==> src/rtl/ir_cap_pkg.sv <==
`timescale 1ns/1ps
package ir_cap_pkg;
    localparam int REG_AW = 8;

    localparam logic [REG_AW-1:0] A_ENABLE = 8'h00;
    localparam logic [REG_AW-1:0] A_CONFIG = 8'h04;
    localparam logic [REG_AW-1:0] A_BUSY   = 8'h1C;
    localparam logic [REG_AW-1:0] A_COUNT  = 8'h20;
    localparam logic [REG_AW-1:0] A_DATA   = 8'h24;
    localparam logic [REG_AW-1:0] A_MASK   = 8'h28;
    localparam logic [REG_AW-1:0] A_STATUS = 8'h2C;
    localparam logic [REG_AW-1:0] A_CLEAR  = 8'h30;
    localparam logic [REG_AW-1:0] A_START  = 8'h34;

    localparam logic [31:0] CONFIG_RESET = 32'h3E80_0080;
    localparam logic [2:0]  MASK_RESET   = 3'b111;

    // status causes: index 0 received, 1 timeout, 2 overflow
    localparam int RAW_BASE  = 8;
    localparam int PEND_BASE = 24;
    localparam int CLR_BASE  = 16;

    localparam int CFG_MAXW_LSB  = 16;
    localparam int CFG_LEVEL_LSB = 8;
    localparam int CFG_DIV_W     = 7;

    typedef enum logic [1:0] {
        CS_DISABLED,
        CS_WARMUP,
        CS_READY
    } ctl_state_t;

    typedef enum logic [2:0] {
        MS_OFF,
        MS_ARM,
        MS_WAIT_FALL,
        MS_LOW,
        MS_HIGH
    } meter_state_t;
endpackage

==> src/rtl/ir_tick_prescaler.sv <==
`timescale 1ns/1ps
module ir_tick_prescaler #(
    parameter int TICK_DIV = 10,
    parameter int DIV_W    = 7
)(
    input  logic             clk,
    input  logic             rst_n,
    input  logic             run,
    input  logic [DIV_W-1:0] us_div,
    output logic             tick
);
    localparam int TW = (TICK_DIV > 1) ? $clog2(TICK_DIV) : 1;
    localparam logic [TW-1:0] T_LAST = TW'(TICK_DIV - 1);

    logic [DIV_W-1:0] us_cnt;
    logic [TW-1:0]    t_cnt;
    logic             us_wrap;

    assign us_wrap = run && (us_cnt >= us_div);
    assign tick    = us_wrap && (t_cnt == T_LAST);

    always_ff @(posedge clk or negedge rst_n) begin
        if (!rst_n) begin
            us_cnt <= '0;
            t_cnt  <= '0;
        end else if (!run) begin
            us_cnt <= '0;
            t_cnt  <= '0;
        end else begin
            us_cnt <= us_wrap ? '0 : us_cnt + 1'b1;
            if (us_wrap)
                t_cnt <= (t_cnt == T_LAST) ? '0 : t_cnt + 1'b1;
        end
    end
endmodule

==> src/rtl/ir_phase_meter.sv <==
`timescale 1ns/1ps
module ir_phase_meter
    import ir_cap_pkg::*;
#(
    parameter int CNT_W       = 16,
    parameter int SYNC_STAGES = 2
)(
    input  logic               clk,
    input  logic               rst_n,
    input  logic               ir_raw,
    input  logic               hold_off,
    input  logic               arm,
    input  logic               tick,
    input  logic [CNT_W-1:0]   max_width,
    output logic               push,
    output logic [2*CNT_W-1:0] push_word,
    output logic               timeout_evt,
    output meter_state_t       state_o
);
    logic [SYNC_STAGES-1:0] sync_q;
    logic                   line, line_prev, fall, rise;

    always_ff @(posedge clk or negedge rst_n) begin
        if (!rst_n) begin
            sync_q    <= '1;
            line_prev <= 1'b1;
        end else begin
            sync_q    <= {sync_q[SYNC_STAGES-2:0], ir_raw};
            line_prev <= line;
        end
    end

    assign line = sync_q[SYNC_STAGES-1];
    assign fall = line_prev && !line;
    assign rise = !line_prev && line;

    function automatic logic [CNT_W-1:0] sat_inc(input logic [CNT_W-1:0] v, input logic en);
        return (en && (v != '1)) ? v + 1'b1 : v;
    endfunction

    meter_state_t     st_q, st_nx;
    logic [CNT_W-1:0] lo_q, hi_q, lo_nx, hi_nx, lo_inc, hi_inc;
    logic [CNT_W:0]   span;

    assign lo_inc = sat_inc(lo_q, tick);
    assign hi_inc = sat_inc(hi_q, tick);
    assign span   = {1'b0, lo_q} + {1'b0, hi_inc};

    always_ff @(posedge clk or negedge rst_n) begin
        if (!rst_n) begin
            st_q <= MS_OFF;
            lo_q <= '0;
            hi_q <= '0;
        end else begin
            st_q <= st_nx;
            lo_q <= lo_nx;
            hi_q <= hi_nx;
        end
    end

    always_comb begin
        st_nx       = st_q;
        lo_nx       = lo_q;
        hi_nx       = hi_q;
        push        = 1'b0;
        timeout_evt = 1'b0;
        push_word   = {hi_inc, lo_q};
        unique case (st_q)
            MS_OFF: ;
            MS_ARM: begin
                if (line)
                    st_nx = MS_WAIT_FALL;
            end
            MS_WAIT_FALL: begin
                if (fall) begin
                    st_nx = MS_LOW;
                    lo_nx = '0;
                    hi_nx = '0;
                end
            end
            MS_LOW: begin
                lo_nx = lo_inc;
                if (rise) begin
                    st_nx = MS_HIGH;
                    hi_nx = '0;
                end
            end
            MS_HIGH: begin
                hi_nx = hi_inc;
                if (span >= {1'b0, max_width}) begin
                    push        = 1'b1;
                    timeout_evt = 1'b1;
                    st_nx       = fall ? MS_LOW : MS_WAIT_FALL;
                    lo_nx       = '0;
                    hi_nx       = '0;
                end else if (fall) begin
                    push  = 1'b1;
                    st_nx = MS_LOW;
                    lo_nx = '0;
                    hi_nx = '0;
                end
            end
            default: st_nx = MS_OFF;
        endcase
        if (hold_off || arm) begin
            st_nx       = hold_off ? MS_OFF : MS_ARM;
            lo_nx       = '0;
            hi_nx       = '0;
            push        = 1'b0;
            timeout_evt = 1'b0;
        end
    end

    assign state_o = st_q;
endmodule

==> src/rtl/ir_symbol_fifo.sv <==
`timescale 1ns/1ps
module ir_symbol_fifo #(
    parameter int WIDTH = 32,
    parameter int DEPTH = 8
)(
    input  logic                       clk,
    input  logic                       rst_n,
    input  logic                       push,
    input  logic [WIDTH-1:0]           wdata,
    input  logic                       pop,
    output logic [WIDTH-1:0]           rdata,
    output logic [$clog2(DEPTH+1)-1:0] count,
    output logic                       drop
);
    localparam int AW = (DEPTH > 1) ? $clog2(DEPTH) : 1;
    localparam int CW = $clog2(DEPTH + 1);
    localparam logic [AW-1:0] P_LAST = AW'(DEPTH - 1);

    logic [WIDTH-1:0] mem [DEPTH];
    logic [AW-1:0]    wr_ptr, rd_ptr;
    logic             full, do_push, do_pop;

    assign full    = (count == CW'(DEPTH));
    assign do_pop  = pop && (count != '0);
    assign do_push = push && (!full || do_pop);
    assign drop    = push && !do_push;
    assign rdata   = (count != '0) ? mem[rd_ptr] : '0;

    always_ff @(posedge clk) begin
        if (do_push)
            mem[wr_ptr] <= wdata;
    end

    always_ff @(posedge clk or negedge rst_n) begin
        if (!rst_n) begin
            wr_ptr <= '0;
            rd_ptr <= '0;
            count  <= '0;
        end else begin
            if (do_push)
                wr_ptr <= (wr_ptr == P_LAST) ? '0 : wr_ptr + 1'b1;
            if (do_pop)
                rd_ptr <= (rd_ptr == P_LAST) ? '0 : rd_ptr + 1'b1;
            if (do_push && !do_pop)
                count <= count + 1'b1;
            else if (do_pop && !do_push)
                count <= count - 1'b1;
        end
    end
endmodule

==> src/rtl/ir_pulse_capture.sv <==
`timescale 1ns/1ps
module ir_pulse_capture
    import ir_cap_pkg::*;
#(
    parameter int TICK_DIV    = 10,
    parameter int FIFO_DEPTH  = 8,
    parameter int BUSY_CYCLES = 16,
    parameter int SYNC_STAGES = 2
)(
    input  logic              clk,
    input  logic              rst_n,
    input  logic              ir_in,
    input  logic              bus_wr,
    input  logic              bus_rd,
    input  logic [REG_AW-1:0] bus_addr,
    input  logic [31:0]       bus_wdata,
    output logic [31:0]       bus_rdata,
    output logic              irq
);
    localparam int CNT_W = 16;
    localparam int FCW   = $clog2(FIFO_DEPTH + 1);
    localparam int BCW   = (BUSY_CYCLES > 1) ? $clog2(BUSY_CYCLES) : 1;

    // ---------------- register decode
    logic wr_enable, wr_config, wr_mask, wr_clear, wr_start, rd_data;
    assign wr_enable = bus_wr && (bus_addr == A_ENABLE);
    assign wr_config = bus_wr && (bus_addr == A_CONFIG);
    assign wr_mask   = bus_wr && (bus_addr == A_MASK);
    assign wr_clear  = bus_wr && (bus_addr == A_CLEAR);
    assign wr_start  = bus_wr && (bus_addr == A_START);
    assign rd_data   = bus_rd && (bus_addr == A_DATA);

    // ---------------- control state machine
    ctl_state_t     ctl_q, ctl_nx;
    logic [BCW-1:0] busy_q, busy_nx;
    logic           busy;

    always_ff @(posedge clk or negedge rst_n) begin
        if (!rst_n) begin
            ctl_q  <= CS_DISABLED;
            busy_q <= '0;
        end else begin
            ctl_q  <= ctl_nx;
            busy_q <= busy_nx;
        end
    end

    always_comb begin
        ctl_nx  = ctl_q;
        busy_nx = busy_q;
        unique case (ctl_q)
            CS_DISABLED: begin
                if (wr_enable && bus_wdata[0]) begin
                    ctl_nx  = CS_WARMUP;
                    busy_nx = BCW'(BUSY_CYCLES - 1);
                end
            end
            CS_WARMUP: begin
                if (busy_q == '0)
                    ctl_nx = CS_READY;
                else
                    busy_nx = busy_q - 1'b1;
            end
            CS_READY: ;
            default: ctl_nx = CS_DISABLED;
        endcase
        if (wr_enable && !bus_wdata[0]) begin
            ctl_nx  = CS_DISABLED;
            busy_nx = '0;
        end
    end

    assign busy = (ctl_q == CS_WARMUP);

    // ---------------- configuration and mask
    logic [31:0] cfg_q;
    logic [2:0]  mask_q;

    always_ff @(posedge clk or negedge rst_n) begin
        if (!rst_n) begin
            cfg_q  <= CONFIG_RESET;
            mask_q <= MASK_RESET;
        end else begin
            if (wr_config)
                cfg_q <= bus_wdata;
            if (wr_mask)
                mask_q <= bus_wdata[RAW_BASE +: 3];
        end
    end

    // ---------------- datapath
    logic                 tick;
    logic                 sym_push, tmo_evt;
    logic [2*CNT_W-1:0]   sym_word;
    meter_state_t         meter_state;
    logic [FCW-1:0]       fifo_count;
    logic [2*CNT_W-1:0]   fifo_head;
    logic                 fifo_drop;
    logic                 fifo_push, fifo_pop;

    ir_tick_prescaler #(
        .TICK_DIV (TICK_DIV),
        .DIV_W    (CFG_DIV_W)
    ) u_prescaler (
        .clk    (clk),
        .rst_n  (rst_n),
        .run    (ctl_q != CS_DISABLED),
        .us_div (cfg_q[CFG_DIV_W-1:0]),
        .tick   (tick)
    );

    ir_phase_meter #(
        .CNT_W       (CNT_W),
        .SYNC_STAGES (SYNC_STAGES)
    ) u_meter (
        .clk         (clk),
        .rst_n       (rst_n),
        .ir_raw      (ir_in),
        .hold_off    (ctl_q == CS_DISABLED),
        .arm         (wr_start && (ctl_q == CS_READY)),
        .tick        (tick),
        .max_width   (cfg_q[CFG_MAXW_LSB +: CNT_W]),
        .push        (sym_push),
        .push_word   (sym_word),
        .timeout_evt (tmo_evt),
        .state_o     (meter_state)
    );

    assign fifo_push = sym_push;
    assign fifo_pop  = rd_data;

    ir_symbol_fifo #(
        .WIDTH (2*CNT_W),
        .DEPTH (FIFO_DEPTH)
    ) u_fifo (
        .clk   (clk),
        .rst_n (rst_n),
        .push  (fifo_push),
        .wdata (sym_word),
        .pop   (fifo_pop),
        .rdata (fifo_head),
        .count (fifo_count),
        .drop  (fifo_drop)
    );

    // ---------------- interrupt status
    logic [2:0]  status_q, clr_bits, set_bits;
    logic [6:0]  level_thr;
    logic        rcv_cond;

    assign level_thr = {1'b0, cfg_q[CFG_LEVEL_LSB +: 6]} + 7'd1;
    assign rcv_cond  = 32'(fifo_count) >= 32'(level_thr);
    assign clr_bits  = wr_clear ? bus_wdata[CLR_BASE +: 3] : 3'b000;
    assign set_bits  = {fifo_drop, tmo_evt, rcv_cond};

    always_ff @(posedge clk or negedge rst_n) begin
        if (!rst_n)
            status_q <= '0;
        else
            status_q <= (status_q & ~clr_bits) | set_bits;
    end

    assign irq = |(status_q & ~mask_q);

    // ---------------- read mux
    always_comb begin
        bus_rdata = '0;
        case (bus_addr)
            A_ENABLE: bus_rdata[0] = (ctl_q != CS_DISABLED);
            A_CONFIG: bus_rdata = cfg_q;
            A_BUSY:   bus_rdata[0] = busy;
            A_COUNT:  bus_rdata = 32'(fifo_count);
            A_DATA:   bus_rdata = fifo_head;
            A_MASK:   bus_rdata[RAW_BASE +: 3] = mask_q;
            A_STATUS: begin
                bus_rdata[RAW_BASE +: 3]  = status_q;
                bus_rdata[PEND_BASE +: 3] = status_q & ~mask_q;
            end
            default: bus_rdata = '0;
        endcase
    end
endmodule

==> config.mk <==
export PLATFORM = sky130hd
export DESIGN_NAME = ir_pulse_capture
export DESIGN_NICKNAME = d
export VERILOG_FILES = /design/src/rtl/ir_cap_pkg.sv /design/src/rtl/ir_tick_prescaler.sv /design/src/rtl/ir_phase_meter.sv /design/src/rtl/ir_symbol_fifo.sv /design/src/rtl/ir_pulse_capture.sv
export SDC_FILE = /design/constraint.sdc
export NUM_CORES = 1
export LEC_CHECK = 0
export ABC_AREA = 1
export ABC_CLOCK_PERIOD_IN_PS = 6400
export BUFFER_PORTS_ARGS = -buffer_cell sky130_fd_sc_hd__buf_2
export CELL_PAD_IN_SITES_DETAIL_PLACEMENT = 0
export CELL_PAD_IN_SITES_GLOBAL_PLACEMENT = 1
export CORE_MARGIN = 3
export CORE_UTILIZATION = 43
export CTS_CLUSTER_DIAMETER = 100
export DETAILED_ROUTE_END_ITERATION = 16
export PLACE_DENSITY_LB_ADDON = 0.1
export SYNTH_ARGS = -nofsm -noshare
export SYNTH_HDL_FRONTEND = slang
export SYNTH_HIERARCHICAL = 1
export SYNTH_SLANG_ARGS = --single-unit
==> constraint.sdc <==
create_clock -name clk -period 6.4 [get_ports clk]
set_input_delay 0.96 -clock clk [delete_from_list [all_inputs] [get_ports clk]]
set_output_delay 0.96 -clock clk [all_outputs]
set_load 0.05 [all_outputs]
== Word level (Yosys, flattened, before mapping) ==
Memories as Yosys holds them, arrays and structs flattened.
Index checks and enable logic that the tools add are counted.

* Register bits: 103
* Bits in writable memories: 256
* Word-level logic and storage cells: 162
* Memories: 1

* $add $sub $neg: 11
* Order comparisons: 3
* Eq/ne operators: 30
* Muxes and demuxes: 54
* Bitwise gates (word level): 5
* Reductions and logical operators: 43

{| class="wikitable"
|+ Memory list
! memory !! depth !! width !! read ports !! clocked after memory_dff !! write ports !! line !! text
|-
| u_fifo.mem || 8 || 32 || 1 || 0 || 1 || ir_symbol_fifo.sv:19 || <nowiki>logic [WIDTH-1:0] mem [DEPTH];</nowiki>
|}

{| class="wikitable"
|+ Operators by type and width
! operator !! count
|-
| 16-bit 2-to-1 mux || 10
|-
| 16-bit one-hot mux with 3 select lines || 2
|-
| 8-bit by 6-bit equality test with 1-bit output, second input constant || 6
|-
| 16-bit by 1-bit adder with 16-bit output, second input constant || 2
|-
| 32-bit 2-to-1 mux || 1
|-
| 4-bit 2-to-1 mux || 8
|-
| 16-bit inequality test, second input constant || 2
|-
| 13-bit one-hot mux with 2 select lines || 1
|-
| 3-bit 2-to-1 mux || 8
|-
| 7-bit one-hot mux with 3 select lines || 1
|-
| 1-bit logical AND || 20
|-
| 16-bit by 16-bit adder with 17-bit output || 1
|-
| 17-bit by 16-bit greater-or-equal comparator with 1-bit output || 1
|-
| 3-bit by 1-bit inequality test with 1-bit output, second input constant || 5
|-
| 3-bit one-hot mux with 5 select lines || 1
|-
| 7-bit 2-to-1 mux || 2
|-
| 3-bit one-hot mux with 4 select lines || 1
|-
| 3-bit AND reduction || 4
|-
| 1-bit 2-to-1 mux || 11
|-
| 5-bit one-hot mux with 2 select lines || 1
|-
| 3-bit equality test, second input constant || 3
|-
| 3-bit one-hot mux with 3 select lines || 1
|-
| 4-bit by 1-bit adder with 4-bit output, second input constant || 2
|-
| 4-bit equality test, second input constant || 2
|-
| 34 further kinds || 50
|}

== Logic depth before layout (Yosys ltp) ==
* Word-level depth: 15
* Depth in mapped cells: 50
* Mapped depth without buffers: 49

== Modules after synthesis ==
Netlist, hierarchy kept.

{| class="wikitable"
|+ By module, submodules not included
! module !! instances !! cells an instance !! area each (µm²)
|-
| ir_symbol_fifo || 1 || 1195 || 11785.1
|-
| ir_phase_meter || 1 || 672 || 4291.6
|-
| ir_pulse_capture || 1 || 354 || 2716.4
|-
| ir_tick_prescaler || 1 || 103 || 800.8
|}

== Least setup slack after synthesis ==
OpenSTA, ideal clock, no wires.

* Path kind: register -> register
* From: reg u_prescaler.us_cnt[4]
* To: mem u_fifo.mem[6][0], enable pin
* Setup time: 0.461 ns
* Arrival time: 6.625 ns
* Data required time: 5.939 ns
* Path slack: -0.686 ns
* Cell stages (with the launch flop): 39
* Clock period less this slack: 7.086 ns
* Cells stage by stage: dfrtp_1 -> ha_1 -> nand2_1 -> nand2_1 -> a21oi_4 -> nand2_1 -> nand2_1 -> nor2_1 -> nand2_2 -> inv_2 -> or2_2 -> nand2_1 -> inv_1 -> ha_1 -> nand2_1 -> nor3_1 -> nand2_1 -> nand3_1 -> [3 not listed] -> nand2_1 -> xor2_1 -> ha_1 -> nand2_1 -> nor2_1 -> inv_1 -> nor2_1 -> nand2_1 -> nand2_1 -> nand2_1 -> nand2_1 -> nand2_2 -> nand3b_4 -> nand2_1 -> inv_1 -> nand2_1 -> buf_2 -> nor3_1

* Cells in the longest elaborated chain, start to end: 13

{| class="wikitable"
|+ RTL lines
! what !! line !! text
|-
| from (decl) || ir_tick_prescaler.sv:15 || <nowiki>logic [DIV_W-1:0] us_cnt;</nowiki>
|-
| from (signal assigned) || ir_tick_prescaler.sv:30 || <nowiki>us_cnt <= us_wrap ? '0 : us_cnt + 1'b1;</nowiki>
|-
| 7-bit greater-or-equal comparator || ir_tick_prescaler.sv:19 || <nowiki>assign us_wrap = run && (us_cnt >= us_div);</nowiki>
|-
| 1-bit logical AND || ir_tick_prescaler.sv:19 ||
|-
| 1-bit logical AND || ir_tick_prescaler.sv:20 || <nowiki>assign tick = us_wrap && (t_cnt == T_LAST);</nowiki>
|-
| net tick || ir_pulse_capture.sv:92 || <nowiki>logic tick;</nowiki>
|-
| 1-bit logical AND || ir_phase_meter.sv:38 || <nowiki>return (en && (v != '1)) ? v + 1'b1 : v;</nowiki>
|-
| 16-bit 2-to-1 mux || ir_phase_meter.sv:38 ||
|-
| net sym_word[22] || ir_pulse_capture.sv:94 || <nowiki>logic [2*CNT_W-1:0] sym_word;</nowiki>
|-
| 16-bit by 16-bit adder with 17-bit output || ir_phase_meter.sv:47 || <nowiki>assign span = {1'b0, lo_q} + {1'b0, hi_inc};</nowiki>
|-
| 17-bit by 16-bit greater-or-equal comparator with 1-bit output || ir_phase_meter.sv:90 || <nowiki>if (span >= {1'b0, max_width}) begin</nowiki>
|-
| 1-bit 2-to-1 mux || ir_phase_meter.sv:90 ||
|-
| 1-bit 2-to-1 mux || ir_phase_meter.sv:68 || <nowiki>unique case (st_q)</nowiki>
|-
| 1-bit 2-to-1 mux || ir_phase_meter.sv:105 || <nowiki>if (hold_off || arm) begin</nowiki>
|-
| net fifo_push || ir_pulse_capture.sv:99 || <nowiki>logic fifo_push, fifo_pop;</nowiki>
|-
| 1-bit logical AND || ir_symbol_fifo.sv:25 || <nowiki>assign do_push = push && (!full || do_pop);</nowiki>
|-
| 1-bit 2-to-1 mux || ir_symbol_fifo.sv:30 || <nowiki>if (do_push)</nowiki>
|-
| 1-bit 2-to-1 mux (implied by the code) || ir_symbol_fifo.sv:31 || <nowiki>mem[wr_ptr] <= wdata;</nowiki>
|-
| to (decl) || ir_symbol_fifo.sv:19 ||
|}

The timed path passes the listed nets, and every way through them passes these cells.

== Worst setup path in the final report ==
* From: reg u_prescaler.us_cnt[2]
* To: reg u_fifo.count[3]

* Cells in the longest elaborated chain, start to end: 14
* Elaborated cells between the ends (all ways): 16
* Those cells by class: add/sub: 1; order compare: 2; mux: 5; reduce/logical: 8

{| class="wikitable"
|+ RTL lines
! what !! line !! text
|-
| 7-bit greater-or-equal comparator * || ir_tick_prescaler.sv:19 ||
|-
| 1-bit logical AND * || ir_tick_prescaler.sv:19 ||
|-
| 1-bit logical AND * || ir_tick_prescaler.sv:20 ||
|-
| net tick || ir_pulse_capture.sv:92 ||
|-
| 1-bit logical AND * || ir_phase_meter.sv:38 ||
|-
| 16-bit 2-to-1 mux * || ir_phase_meter.sv:38 ||
|-
| net sym_word[20] || ir_pulse_capture.sv:94 ||
|-
| 16-bit by 16-bit adder with 17-bit output * || ir_phase_meter.sv:47 ||
|-
| [2 not listed] || - ||
|-
| 1-bit 2-to-1 mux * || ir_phase_meter.sv:68 ||
|-
| 1-bit 2-to-1 mux * || ir_phase_meter.sv:105 ||
|-
| net fifo_push || ir_pulse_capture.sv:99 ||
|-
| 1-bit logical AND * || ir_symbol_fifo.sv:25 ||
|-
| net u_fifo.do_push || ir_symbol_fifo.sv:21 || <nowiki>logic full, do_push, do_pop;</nowiki>
|-
| 1-bit zero test || ir_symbol_fifo.sv:46 || <nowiki>else if (do_pop && !do_push)</nowiki>
|-
| 1-bit logical AND || ir_symbol_fifo.sv:46 ||
|-
| 2-bit nonzero test (no line) || - ||
|-
| to (signal assigned) || ir_symbol_fifo.sv:45 || <nowiki>count <= count + 1'b1;</nowiki>
|-
| to (signal assigned) || ir_symbol_fifo.sv:47 || <nowiki>count <= count - 1'b1;</nowiki>
|-
| to (decl) || ir_symbol_fifo.sv:12 || <nowiki>output logic [$clog2(DEPTH+1)-1:0] count,</nowiki>
|}

The timed path passes the listed nets; every way through them passes the cells marked *.
A chain may end at the register's enable or synchronous reset.

==> results.cfg <==
[outcome]
outcome = finished clean

[final_layout]
nets = 2511
syn_to_final_growth_pct = 13.4
drive_gt1_share_pct = 12.5
final_core_util_pct = 49.8

[placed_design]
gp_congestion = 0.879
hpwlAfterDp_mm = 38.4
place_ws_ps = 284
io_buffer_count = 77

[floorplan]
io_pins = 78
dieArea_um2 = 48200
start_util_pct = 43.9
fp.dieW_um = 219
floorplan.core_area_um2 = 44600
placementRows = 77
die_y_um = 219

[global_routing]
grt_max_degree = 73
antenna_found_initial = 0
grt_usage_pct = 24.2
grt_pass1_vias = 14500
grt_pass1_wl_mm = 87.5
overflow = 0

[pwr]
p_int_uw = 4040
p_sw_uw = 1120
leakage_uw = 0.0103
power_uw = 5160
clkPwrFrac_pct = 46.7
p_per_area_nw_per_um2 = 232
irDropWorstVdd_mv = 0.193
seqPwrFrac_pct = 48.8
p_comb_share_pct = 4.5
swShare_pct = 21.7

[synthesis]
synth.cell_area_um2 = 19600
synthXorXnorAreaFrac_pct = 1.70
synth-compound-area-share_pct = 4.01
yosys_warnings = 6
yosysSeqAreaShare_pct = 52.5
synth_enable_flop_cells = 256
yosys.area_share.adder_pct = 3.91
synth.distinct_cells = 48
syn_nets = 2429
postSynthAreaPerCell_um2 = 8.43
synthSimpleGateAreaFrac_pct = 27.3
synth_cells = 2324
synth-main-ff-cell = edfxtp_1
synth-seq-cells = 359
synth_top_family_by_area = simple AND/OR/NAND/NOR gates
synth_mux_area_share_pct = 0
async_reset_ff_share_pct = 28.7

[clocking]
htreeDepth = 2
clock-root-buffer = clkbuf_16
clk_path_buf_depth = 3
cts_tree = built
clock_latency_ps = 560
cts.sinks = 359
numCtsBuffers = 41
clk_pin_slew_worst_paths_ps = 60
hold_buffers = 0

[timing]
drv_slew = 0
fin_setup_tns_ps = 0
slew_headroom_pct = 30.1
tightest_slew_ps = 1040
hold_viol = 0
setup_ws_ps = 531
fin_crit_ps = 5870
finClkSkew_ps = 19.6
hold_slack_ps = 362
setup_violations = 0
rsz0062_at_grt = no
max_freq_mhz = 170
min_period_over_period_pct = 91.7

[setup_path]
max_stage_delay_ps = 410
criticalPathCategory = reg -> reg
critPathBufInv = 9
crit_fanout = 9
cp_slowest_cell = dfrtp_1
cpMostUsedCell = nand2_1
crit_path_end_kind = flop
cp-start-kind = flop
critPathTopFamily = simple AND/OR/NAND/NOR gates
crit_required_ps = 6840
cp.arrival_ps = 6310

[route]
first_pass_iters = 5
viasPerCell = 5.00
routed_wl_mm = 57.4
drt-initial-drc-count = 1090
ant_nets = 0
vias = 15100
wl_per_cell_um = 19.0
drc_errors = 0

[run]
maxCapViolCount = 0

[worst_hold_path]
hold_path.class = reg -> reg
cell usage after synthesis (4+ instances only):
library cell  number  area (um^2)
o21ai_0           34          170
dfrtp_1           90         2250
nand3_1          275         1380
xnor2_1           10         87.6
nor4_1             4         25.0
nor2_1           184          691
nand2_1          672         2520
xor2_1            28          245
buf_6             10          113
a21oi_1           31          155
nor2_4             5         56.3
clkbuf_1          16         60.1
o21ai_2           14          123
or2_2              5         31.3
edfxtp_1         256         7690
buf_1              4         15.0
nor2_2            11         68.8
buf_2             49          245
dfstp_2           13          342
inv_2             11         41.3
inv_1            415         1560
o21ai_1           10         50.1
nand4_1           37          231
nand2_2           12         75.1
a22o_1            19          166
nand3_2            4         40.0
nor3_1            18         90.1
ha_1              58          726
cells in the final DEF (no fill, tap or decap), types with 10 or more instances in the layout:
cell       Yosys  layout
nand2_2       12      12
nor2_1       184     183
nand2_1      672     671
clkbuf_16      0      41
edfxtp_1     256     256
nand3_1      275     273
a22o_1        19      19
inv_2         11      16
nor2_2        11      11
dfstp_2       13      13
o21ai_2       14      14
a21oi_1       31      29
nor3_2         1      11
nand4_1       37      37
xor2_1        28      27
dfrtp_1       90      87
o21ai_0       34      31
inv_1        415     407
o21ai_1       10      13
xnor2_1       10      10
buf_2         49      76
ha_1          58      53
buf_4          3      37
final cells by class:
type                            instances  area [um^2]
Fill cell                            4262        22400
Sequential cell                       359        10300
Multi-Input combinational cell       1456         7380
Inverter                              426         1610
Clock buffer                           51         1110
Timing Repair Buffer                  122          830
Tap cell                              592          741
Clock inverter                         20          259
Antenna cell                            2         5.00
sequential cells by signal, indices dropped and copies added, names as in the netlist, 4 cells and up:
| name | cells |
|---|---|
| busy_q | 4 |
| cfg_q | 32 |
| u_fifo/count | 4 |
| u_fifo/mem | 256 |
| u_meter/hi_q | 16 |
| u_meter/lo_q | 16 |
| u_prescaler/t_cnt | 4 |
| u_prescaler/us_cnt | 7 |
worst register-to-register path, delay by kind of cell (launching register included):
kind / cells / cell delay (ps)
AOI/OAI and AO/OA: 2 / 290
xor gates and xnor gates: 1 / 160
adders and majority gates: 5 / 1300
buffers and inverters: 9 / 720
DFF: 1 / 410
and+or+nand+nor: 31 / 2860
kinds of logic after synthesis:
| group | count (synthesis) |
|---|---|
| AO/OA/AOI/OAI | 120 |
| XOR/XNOR | 38 |
| adder cells (fa/ha/maj) | 60 |
| buffers and inverters | 509 |
| flip-flops | 359 |
| AND/OR/NAND/NOR | 1238 |
worst paths after layout:
| path | from | end | slack, ps | cells after the start |
|---|---|---|---|---|
| setup / recovery | u_prescaler/us_cnt[2] | u_fifo/count[3] | 530 | 48 |
| hold reg to reg | u_meter/sync_q[0] | u_meter/sync_q[1] | 360 | 0 |
| setup reg to reg | u_prescaler/us_cnt[2] | u_fifo/count[3] | 530 | 48 |
| min in group asynchronous | rst_n | u_fifo/rd_ptr[0] | 410 | 1 |
| max in group asynchronous | rst_n | u_meter/lo_q[15] | 4630 | 2 |
| hold / removal | u_meter/sync_q[0] | u_meter/sync_q[1] | 360 | 0 |
metrics by stage:
stage	cells	cell area, um^2
after global routing	3026	22200
after global placement	2951	20700
after floorplan	2324	19600
after detailed placement	2951	20700
after CTS	3022	22100
final	3028	22200
power groups by stage:
stage | combinational [uW] | clock, uW | sequential (uW)
4_1_cts | 231 | 2480 | 2520
5_1_grt | 262 | 2580 | 2520
3_3_place_gp | 226 | 0 | 2560
3_5_place_dp | 230 | 0 | 2560
6_report | 234 | 2410 | 2520
2_1_floorplan | 150 | 0 | 2550
repair_timing:
action,in CTS,in global routing
setup endpoints to repair,0,76
buffers inserted,0,4
resized for setup,0,28
endpoints found under the hold margin,0,0
metal layers:
layer / track usage, % / part of all wire, % / up-vias
li1: - / - / 7561
met3: 3.59 / 5.0 / 75
met5: 0 / 0 / -
met2: 39.7 / 47 / 322
met1: 33.4 / 45 / 7169
met4: 7.15 / 2.8 / 0
Power figures use the tool's default switching activity.
